`src/rtl/dimg_pkg.sv`:
```
package dimg_pkg;
    localparam int HDR_LEN      = 22;
    localparam int DATA_START   = 13;
    localparam int POS_CHK8     = 0;
    localparam int POS_ID_FIRST = 1;
    localparam int POS_ID_LAST  = 8;
    localparam int POS_SUM_LO   = 9;
    localparam int POS_SUM_HI   = 12;
    localparam int POS_REV      = 13;
    localparam int POS_LEN_LO   = 14;
    localparam int POS_LEN_HI   = 15;
    localparam int POS_VEND     = 16;
    localparam int POS_MODEL    = 18;
    localparam int PORT_ENT_LEN = 8;
    localparam int MAX_REV      = 2;

    localparam logic [7:0]  CRC8_POLY   = 8'h07;
    localparam logic [31:0] CRC32C_REFL = 32'h82F6_3B78;

    typedef enum logic {
        ENT_GENERIC = 1'b0,
        ENT_PORT    = 1'b1
    } ent_kind_e;
endpackage

```
`src/rtl/dimg_entry_walker.sv`:
```
module dimg_entry_walker
    import dimg_pkg::*;
#(
    parameter int POS_W = 11
) (
    input  logic             clk,
    input  logic             rst_n,
    input  logic             clear,
    input  logic             step,
    input  logic [POS_W-1:0] pos,
    input  logic [POS_W-1:0] total,
    input  logic [7:0]       data,
    output logic             ent_stb,
    output logic             ent_port,
    output logic [5:0]       ent_index,
    output logic             ent_disabled,
    output logic             overrun,
    output logic             port_err
);
    localparam logic [POS_W-1:0] P_FIRST = POS_W'(HDR_LEN);
    localparam logic [7:0]       L_PORT  = 8'(PORT_ENT_LEN);

    typedef struct packed {
        logic             in_attr;
        logic             stopped;
        logic [POS_W-1:0] next_start;
        logic [7:0]       len;
        logic             stb;
        logic             port;
        logic [5:0]       index;
        logic             dis;
        logic             overrun;
        logic             port_err;
    } walk_t;

    walk_t w_d, w_q;

    logic [POS_W:0] pos_ext, total_ext, pos_plus1, pos_plus_len;

    always_comb begin
        pos_ext      = {1'b0, pos};
        total_ext    = {1'b0, total};
        pos_plus1    = pos_ext + 1'b1;
        pos_plus_len = pos_ext + (POS_W + 1)'(data);

        w_d     = w_q;
        w_d.stb = 1'b0;
        if (clear) begin
            w_d            = '0;
            w_d.next_start = P_FIRST;
        end else if (step && !w_q.stopped) begin
            if (!w_q.in_attr) begin
                if (pos == w_q.next_start) begin
                    if (pos_plus1 == total_ext || data < 8'd2 || pos_plus_len > total_ext) begin
                        w_d.overrun = 1'b1;
                        w_d.stopped = 1'b1;
                    end else begin
                        w_d.len     = data;
                        w_d.in_attr = 1'b1;
                    end
                end
            end else begin
                w_d.stb        = 1'b1;
                w_d.port       = data[7];
                w_d.dis        = data[6];
                w_d.index      = data[5:0];
                w_d.in_attr    = 1'b0;
                w_d.next_start = w_q.next_start + POS_W'(w_q.len);
                if (ent_kind_e'(data[7]) == ENT_PORT && w_q.len != L_PORT) begin
                    w_d.port_err = 1'b1;
                    w_d.stopped  = 1'b1;
                end
            end
        end
    end

    always_ff @(posedge clk or negedge rst_n) begin
        if (!rst_n) w_q <= '0;
        else        w_q <= w_d;
    end

    assign ent_stb      = w_q.stb;
    assign ent_port     = w_q.port;
    assign ent_index    = w_q.index;
    assign ent_disabled = w_q.dis;
    assign overrun      = w_q.overrun;
    assign port_err     = w_q.port_err;
endmodule

```
`config.mk`:
```
export PLATFORM = sky130hd
export DESIGN_NAME = dimg_entry_walker
export DESIGN_NICKNAME = d
export VERILOG_FILES = /design/src/rtl/dimg_pkg.sv /design/src/rtl/dimg_entry_walker.sv
export SDC_FILE = /design/constraint.sdc
export NUM_CORES = 1
export LEC_CHECK = 0
export ABC_CLOCK_PERIOD_IN_PS = 6500
export BUFFER_PORTS_ARGS = -buffer_cell sky130_fd_sc_hd__buf_2
export CAP_MARGIN = 0
export CELL_PAD_IN_SITES_DETAIL_PLACEMENT = 0
export CELL_PAD_IN_SITES_GLOBAL_PLACEMENT = 1
export CORE_MARGIN = 2
export CORE_UTILIZATION = 40
export DETAILED_ROUTE_END_ITERATION = 10
export PLACE_DENSITY = 0.72
export SETUP_SLACK_MARGIN = 0.15
export SLEW_MARGIN = 25
export SYNTH_ARGS = -nofsm -noshare
export SYNTH_HDL_FRONTEND = slang
export SYNTH_SLANG_ARGS = --single-unit
```
`constraint.sdc`:
```
create_clock -name clk -period 6.5 [get_ports clk]
set_input_delay 0.65 -clock clk [delete_from_list [all_inputs] [get_ports clk]]
set_output_delay 0.65 -clock clk [all_outputs]
set_load 0.01 [all_outputs]
```
# Yosys cells after proc, flatten, opt, wreduce, memory -nomap -nowiden
# Index checks and enable logic that the tools add are counted.
[classes] n_lt_le_gt_ge=2 eq_ne=6 reduce_logical=17 mux=15 add_sub_neg=3
[ops] cell="$mux W32" count=2
[ops] cell="$mux W8" count=3
[ops] cell="$add A11 B1 Y12 const B" count=1
[ops] cell="$add A11 B8 Y12" count=1
[ops] cell="$eq A12 B11 Y1" count=1
[ops] cell="$gt A12 B11 Y1" count=1
[ops] cell="$reduce_and A4 Y1" count=3
[ops] cell="$add A11 B8 Y11" count=1
[ops] cell="$eq A11 B11 Y1" count=1
[ops] cell="$mux W11" count=1
[ops] cell="$reduce_bool A2 Y1" count=5
[ops] cell="$mux W9" count=1
[ops] cell="$lt A8 B2 Y1 const B" count=1
[ops] cell="$ne A8 B4 Y1 const B" count=1
[ops] cell="$mux W1" count=6
[ops] cell="$reduce_bool A3 Y1" count=2
[ops] cell="$mux W2" count=2
[ops] cell="$ne A2 B2 Y1 const B" count=2
[ops] cell="$ne A3 B2 Y1 const B" count=1
[ops] cell="$reduce_and A3 Y1" count=1
[ops] cell="$logic_and A1 B1 Y1" count=2
[ops] cell="$logic_or A1 B1 Y1" count=2
[ops] cell="$reduce_and A2 Y1" count=1
[ops] cell="$logic_not A1 Y1" count=1
[word_totals] elab_cells=53 in_bits=34 out_inout_bits=11 reg_bits=32

# Logic depth before layout (Yosys ltp)
# Gate-level depths: netlist of the first run.
[logic_depth] word_depth=9 mapped_depth=17 mapped_depth_nobuf=16

# Worst setup path before layout of the first run
# No wires, ideal clock.
[synth_path] kind="in2reg" startpoint="input pos[0]" endpoint="register w_q[13] in the netlist's numbering" path_stages=17 n_path_buf=1 arrival_ns=4.001 setup_ns=0.134 required_ns=6.366 setup_slack_ns=2.365 path_cell_list="ha_1 -> fa_1 -> a21o_1 -> a21oi_1 -> nor2b_1 -> o21a_1 -> o41ai_1 -> xnor2_1 -> ha_1 -> a21oi_1 -> nor2b_1 -> a2111oi_0 -> a221oi_1 -> nor3_4 -> buf_2 -> a31o_1 -> a21oi_2"
[synth_between] elab_chain_cells=6 elab_cells_between_ends=10 cone_classes="2 x add/sub; 1 x order compare; 3 x eq/ne; 4 x reduce/logical"
[synth_rtl] element="start, declared" line="dimg_entry_walker.sv:10" rtl="input logic [POS_W-1:0] pos,"
[synth_rtl] element="parallel branches: the longest is 5 deep, another holds $add A11 B8 Y12"
[synth_rtl] element="$reduce_and A4 Y1 (no line) *"
[synth_rtl] element="end signal, assigned" line="dimg_entry_walker.sv:79" rtl="else w_q <= w_d;"
[synth_rtl] element="end, declared" line="dimg_entry_walker.sv:36" rtl="walk_t w_d, w_q;"
# Every way passes the cells marked *.
# A chain may end at the register's enable or synchronous reset.

# Final worst setup path of the first run
[layout_path] startpoint="input pos[0]" endpoint="register w_q[30] in the netlist's numbering"
[layout_between] elab_chain_cells=6 elab_cells_between_ends=10 cone_classes="2 x add/sub; 1 x order compare; 2 x eq/ne; 5 x reduce/logical"
[layout_rtl] element="parallel branches: the longest is 5 deep, another holds $add A11 B8 Y12"
[layout_rtl] element="$reduce_and A4 Y1 (no line) *"
# Marked as above.

==> impl_metrics.csv, run 1 <==
group,metric,value,unit
die,core,7253,um^2
final_layout,regArea,800.8,um^2
global_routing,antenna_found_initial,0,
cts,clkSinkCount,32,
routing,routed_via_density,5.307,
setup_path,worst_r2r_endpoint,"w_q[29]$_DFFE_PN0P_",
timing,slew_violations,0,
synth,syn_area,2998,um^2
final_layout,nets,449,
setup_path,reg2reg_slack,4150,ps
cts,cts_tree,"yes",
final_layout,multi_input_area,1963,um^2
synth,synthArstFlopShare,100.0,%
global_routing,grt_use_met2,34.27,%
cts,hold_buffers,0,
synth,synth_edf_count,0,
routing,wire_per_inst,15.72,um
final_layout,drive_gt1_share,16.84,%
setup_path,critical_path_class,"in2reg",
timing,clock.fmax,220.1,MHz
place,finalWeightedCongestion,0.8487,
timing,tightest_slew,742.3,ps
place,hpwlAfterDp,5.759,mm
timing,fin_skew,9.001,ps
setup_path,cp.arrival,4680,ps
cts,clkLatencyLatePin,290,ps
final_layout,antenna_cells,0,
cts,clkTransAtPathRegs,60,ps
synth,syn_inst,355,
timing,final_hold_viol_count,0,
synth,synthFlopType,"dfrtp_1",
power_and_ir_drop,p_per_area,156.8,nW/um^2
die,fp.dieH,90.57,um
timing,layout_min_cycle_time,4544,ps
global_routing,top_usage_layer,"met2",
die,chipWidth,90.57,um
synth,synth.area.top_cells,"dfrtp_1 27%, ha_1 12%, a21oi_1 6.5%, xor2_1 6.1%, xnor2_1 4.7%",
flow_run,max_cap_violations,0,
routing,firstDrtPassIters,4,
global_routing,grt_use_met1,25.53,%
die,start_util,41.33,%
die,die_area,8203,um^2
setup_path,path_buf_inv,1,
setup_path,reg2reg_from,"w_q[11]$_DFFE_PN0P_",
global_routing,grt_use_total,19.39,%
cts,cts_root_buf,"clkbuf_8",
setup_path,worstRegToRegCells,9,
cts,cts_resized,0,
timing,report.final.setup_viol,0,
die,fp-row-count,31,
setup_path,crit_path_max_fanout,18,
final_layout,fillers,774,
min_path,hp-class,"in2async",
power_and_ir_drop,p_leak,1.493,nW
final_layout,fin_util,45.73,%
routing,wirelength,7.625,mm
setup_path,slowest_stage,"nor3_4",
timing,fin_setup_tns,0,ps
setup_path,startpoint_type,"input port",
timing,rsz0062_at_grt,"no",
timing,finalCritPeriodShare,69.91,%
cts,cts_setup_buffers,0,
final_layout,area_growth,10.64,%
synth,synth_cell_types,58,
global_routing,grt_overflow_total,0,
setup_path,end_kind,"flip-flop",
synth,synth_top_area_cell,"dfrtp_1",
cts,htreeDepth,2,
synth,syn_avg_cell_area,8.445,um^2
routing,initialDrtViolationCount,83,
setup_path,critical_path.top_delay_family,"compound AO/OA/AOI/OAI gates",
die,io_pins,45,
synth,ys_seq_area_share,26.71,%
power_and_ir_drop,ir_worst_vdd,118.5,uV
global_routing,grt_max_degree,37,
status,status,"finished clean",
global_routing,grt_pass1_vias,2586,
global_routing,grt_pass1_wl,12.96,mm
place,io_buffers,44,
cts,cts_made_buffers,5,
cts,cts_buffer_depth,2,
routing,vias,2574,
routing,drcViolationCount,0,
setup_path,slowest_delay,540,ps
timing,slew_headroom,50.51,%
setup_path,cp_data_required_time,6640,ps
synth,synth_top_area_share,26.71,%
setup_path,crit_chain,"buf_2 > ha_1 > fa_1 > a21o_1 > a21oi_1 > nor2b_1 > o21a_1 > o41ai_1 > xnor2_1 > ha_1 > a21oi_1 > nor2b_1 > a2111oi_0 > a221oi_1 > nor3_4 > and2_1 > o22ai_1",
synth,syn-num-nets,419,
routing,ant_nets,0,
global_routing,use_met3,2.170,%
synth,ys_warn_count,0,
synth,ys_ff_latch,32,
==> sequential cells by signal, indices dropped and copies added (netlist names) <==
| signal | flops |
|---|---|
| w_q | 21 |
| port_err | 1 |
| ent_index | 6 |
| ent_disabled | 1 |
| overrun | 1 |
| ent_port | 1 |
| ent_stb | 1 |
==> per-stage QoR <==
step	setup slack, ps	instance area, um^2	power [W]	instances	hold WS (ps)
2_1_floorplan	2365	2998	0.0002955	355	354.4
3_3_place_gp	1803	3209	0.0003348	477	481.5
3_5_place_dp	1650	3209	0.0003369	477	483.8
4_1_cts	1932	3317	0.0005240	485	456.1
5_1_grt	1576	3317	0.0005461	485	501.6
6_report	1956	3317	0.0005201	485	431.7
==> worst max-delay path by stage <==
stage,start,endpoint,depth (start not counted)
floorplan,pos[0],w_q[13]$_DFFE_PN0P_,17
global placement,pos[0],w_q[30]$_DFFE_PN0P_,17
detailed placement,pos[0],w_q[30]$_DFFE_PN0P_,17
CTS,pos[0],w_q[30]$_DFFE_PN0P_,17
global route,pos[0],w_q[30]$_DFFE_PN0P_,17
finish,pos[0],w_q[30]$_DFFE_PN0P_,17
==> metal layers <==
| layer | part of all wire (%) | vias up |
|---|---|---|
| met5 | 0 | - |
| met4 | 1.3 | 0 |
| met3 | 3.7 | 7 |
| met2 | 49 | 48 |
| met1 | 46 | 1205 |
| li1 | - | 1314 |
==> synthesized netlist by cell type (all sizes together), types with 3 or more instances <==
| cell type | count |
|---|---|
| nor4 | 6 |
| a21o | 6 |
| ha | 28 |
| nor3 | 6 |
| o21bai | 3 |
| a31oi | 3 |
| nand3 | 8 |
| xor2 | 23 |
| dfrtp | 32 |
| a21oi | 40 |
| buf | 14 |
| nand2 | 37 |
| nand4 | 16 |
| a31o | 8 |
| nor2b | 3 |
| nor2 | 21 |
| clkbuf | 8 |
| xnor2 | 17 |
| o21ai | 14 |
| inv | 25 |
==> power by group <==
group,leakage (nW),internal [W],total (W),switching (W)
combinational,1.01,0.0000529,0.000133,0.0000805
sequential,0.432,0.000199,0.000199,0.0000000157
clock,0.0552,0.000114,0.000188,0.0000740
total,1.49,0.000366,0.000520,0.000154
==> logic make-up (layout without fill, tap and decap cells) <==
logic type | count (synthesis) | in the layout | share of synthesized area [%]
and+or+nand+nor | 116 | 116 | 20.41
DFF | 32 | 32 | 26.71
buffers and inverters | 47 | 78 | 7.805
adders and majority gates | 30 | 30 | 13.02
AOI/OAI and AO/OA | 90 | 90 | 19.24
xor gates and xnor gates | 40 | 40 | 12.81
==> final cells by class <==
| type | count | area share, % |
|---|---|---|
| Inverter | 25 | 2.829 |
| Multi-Input combinational cell | 276 | 59.19 |
| Tap cell | 99 | 3.734 |
| Sequential cell | 32 | 24.14 |
| Clock inverter | 2 | 1.056 |
| Timing Repair Buffer | 45 | 6.865 |
| Clock buffer | 6 | 2.188 |
==> cell usage in the layout, fill, tap and decap left out, drive strengths merged, types with 3 or more instances in the layout <==
cell type,instances
buf,45
a21oi,40
nand2,37
dfrtp,32
ha,28
inv,25
xor2,23
nor2,21
xnor2,17
nand4,16
o21ai,14
nand3,8
a31o,8
a21o,6
nor4,6
nor3,6
clkbuf,6
o21bai,3
nor2b,3
a31oi,3
Power figures use the tool's default switching activity.
==> run 2: changes to the inputs <==
--- a/config.mk
+++ b/config.mk
@@ -5,15 +5,15 @@
 export SDC_FILE = /design/constraint.sdc
 export NUM_CORES = 1
 export LEC_CHECK = 0
-export ABC_CLOCK_PERIOD_IN_PS = 6500
+export ABC_CLOCK_PERIOD_IN_PS = 4100
 export BUFFER_PORTS_ARGS = -buffer_cell sky130_fd_sc_hd__buf_2
 export CAP_MARGIN = 0
 export CELL_PAD_IN_SITES_DETAIL_PLACEMENT = 0
 export CELL_PAD_IN_SITES_GLOBAL_PLACEMENT = 1
 export CORE_MARGIN = 2
-export CORE_UTILIZATION = 40
+export CORE_UTILIZATION = 39
 export DETAILED_ROUTE_END_ITERATION = 10
-export PLACE_DENSITY = 0.72
+export PLACE_DENSITY = 0.74
 export SETUP_SLACK_MARGIN = 0.15
 export SLEW_MARGIN = 25
 export SYNTH_ARGS = -nofsm -noshare
==> constraint.sdc (replaced) <==
create_clock -name clk -period 4.1 [get_ports clk]
set_input_delay 0.41 -clock clk [delete_from_list [all_inputs] [get_ports clk]]
set_output_delay 0.41 -clock clk [all_outputs]
set_load 0.01 [all_outputs]
==> run 2 against run 1 <==
Clock skew decreased by 3.5 ps. Total power grew 67%. Sequential share of layout area down 0.90 points. Worst setup slack worse by 1600 ps. Clock-buffer cell count unchanged. Utilization is 1.3 points higher. Critical endpoint is now overrun$_DFFE_PN0P_.
==> impl_metrics.csv, run 2 (synthesis gave the netlist of run 1 again) <==
group,metric,value,unit
status,status,"finished clean",
die,chipWidth,91.68,um
routing,met1Wirelength,3.875,mm
timing,rsz0062_at_grt,"no",
cts,clkSinkCount,32,
die,core,7331,um^2
global_routing,grt_max_degree,37,
routing,ant_nets,0,
timing,fin_skew,5.484,ps
timing,clock.fmax,269.1,MHz
global_routing,grt_pass1_wl,12.73,mm
timing,slew_violations,0,
timing,layout_min_cycle_time,3717,ps
global_routing,grt_overflow_total,0,
cts,cts_setup_buffers,0,
setup_path,end_kind,"flip-flop",
timing,finalCritPeriodShare,90.65,%
final_layout,mostFrequentLayoutCells,"44 x buf_2, 38 x a21oi_1, 37 x nand2_1",
timing,holdWs,178.2,ps
routing,wirelength,7.618,mm
routing,drcViolationCount,0,
routing,initialDrtViolationCount,115,
cts,cts_buffer_depth,2,
global_routing,grt_use_total,19.04,%
timing,final_hold_viol_count,0,
routing,wire_per_inst,15.33,um
global_routing,grt_pass1_vias,2457,
routing,firstDrtPassIters,4,
die,io_pins,45,
die,fp-row-count,31,
setup_path,startpoint_type,"input port",
place,io_buffers,44,
final_layout,area_growth,14.94,%
die,fp.dieH,91.68,um
power_and_ir_drop,p_leak,1.563,nW
flow_run,max_cap_violations,0,
cts,clkTransAtPathRegs,70,ps
final_layout,nets,461,
power_and_ir_drop,total_power,0.0008660,W
cts,cts_resized,0,
die,start_util,40.89,%
routing,dr_wl_met3,290,um
cts,cts_made_buffers,5,
final_layout,postLayoutCellArea,3446,um^2
final_layout,drive_gt1_share,20.60,%
place,dp_slack,-63.26,ps
global_routing,antenna_found_initial,0,
cts,hold_buffers,0,
routing,routed_via_density,5.326,
place,dp_cells,489,
cts,cts_root_buf,"clkbuf_8",
min_path,hp-class,"in2async",
power_and_ir_drop,ir_worst_vdd,108.1,uV
timing,tightest_slew,746.3,ps
final_layout,fillers,744,
place,hpwlAfterDp,5.725,mm
routing,met2_length,3.421,mm
cts,htreeDepth,2,
final_layout,final_common_cell,"buf_2",
timing,slew_headroom,50.25,%
final_layout,antenna_cells,0,
timing,worst_slack,383.4,ps
place,placed_area,3312,um^2
routing,vias,2647,
timing,report.final.setup_viol,0,
power_and_ir_drop,p_per_area,251.3,nW/um^2
setup_path,cp.arrival,3900,ps
place,finalWeightedCongestion,0.7953,
setup_path,worstRegToRegCells,9,
cts,clkLatencyLatePin,290,ps
final_layout,largest_register,"w_q",
setup_path,critical_path_class,"in2reg",
cts,cts_tree,"yes",
setup_path,crit_path_max_fanout,18,
die,die_area,8404,um^2
setup_path,cp_data_required_time,4280,ps
routing,maxUsedRoutingLayer,"met4",
final_layout,largest_reg_flops,21,
final_layout,layoutNonFillerInstCount,497,
==> run 2: cell types whose count changed in the layout (fill, tap and decap cells not counted) <==
cell,change
a21oi_2,+1
buf_12,+1
o41ai_2,+1
o41ai_1,-1
fa_2,+1
fa_1,-1
a21oi_1,-1
buf_4,+11
a2111oi_2,+1
a221oi_1,-1
a221oi_2,+1
a2111oi_0,-1
==> run 2: per-stage QoR <==
stage / util, % / TNS (ps)
floorplan: - / 0
global placement: 45.18 / 0
detailed placement: 45.18 / -310.1
CTS: 46.65 / 0
global route: 47.00 / 0
finish: 47.00 / 0
==> run 2: routing by layer <==
metal  global-route usage (%)  vias up
met2                    28.80       45
li1                         -     1342
met4                    3.283        0
met5                        0        -
met3                    2.958        4
met1                    28.84     1256
==> run 2: final timing paths <==
| check | from | endpoint | slack (ps) |
|---|---|---|---|
| min reg2reg | port_err$_DFFE_PN0P_ | port_err$_DFFE_PN0P_ | 490 |
| min in group clk | data[5] | ent_index[5]$_DFFE_PN0P_ | 410 |
| min | rst_n | ent_index[0]$_DFFE_PN0P_ | 180 |
| max in group asynchronous | rst_n | w_q[17]$_DFFE_PN0P_ | 3430 |
| max reg2reg | w_q[19]$_DFFE_PN0P_ | w_q[29]$_DFFE_PN0P_ | 1680 |
| max | pos[0] | overrun$_DFFE_PN0P_ | 380 |
==> run 2: where the power goes <==
group | switching [W] | internal, W | total, W
clock | 0.000125 | 0.000180 | 0.000306
sequential | 0.0000000234 | 0.000316 | 0.000316
combinational | 0.000137 | 0.000108 | 0.000245
total | 0.000262 | 0.000604 | 0.000866
==> run 2: area by class of cell <==
cell class                 instances  area, um^2  area share [%]
sequential                        32       800.8           23.24
multi-input combinational        276        1989           57.73
timing repair buffer              57       330.3           9.586
clock buffer                       6       72.57           2.106
tap                               99       123.9           3.595
clock inverter                     2       35.03           1.017
inverter                          25       93.84           2.723
==> run 2: worst max-delay path, stage by stage <==
cell      delay [ps]
buf_2            130
ha_1             230
fa_2             360
a21o_1           180
a21oi_2          160
nor2b_1           60
o21a_1           190
o41ai_2          200
buf_4            160
xnor2_1           60
ha_1             300
and3_1           190
nand4_1          130
a21o_1           190
a221oi_2         210
buf_4            150
nor3_4            40
buf_12           160
and2_1           170
o41ai_2          210
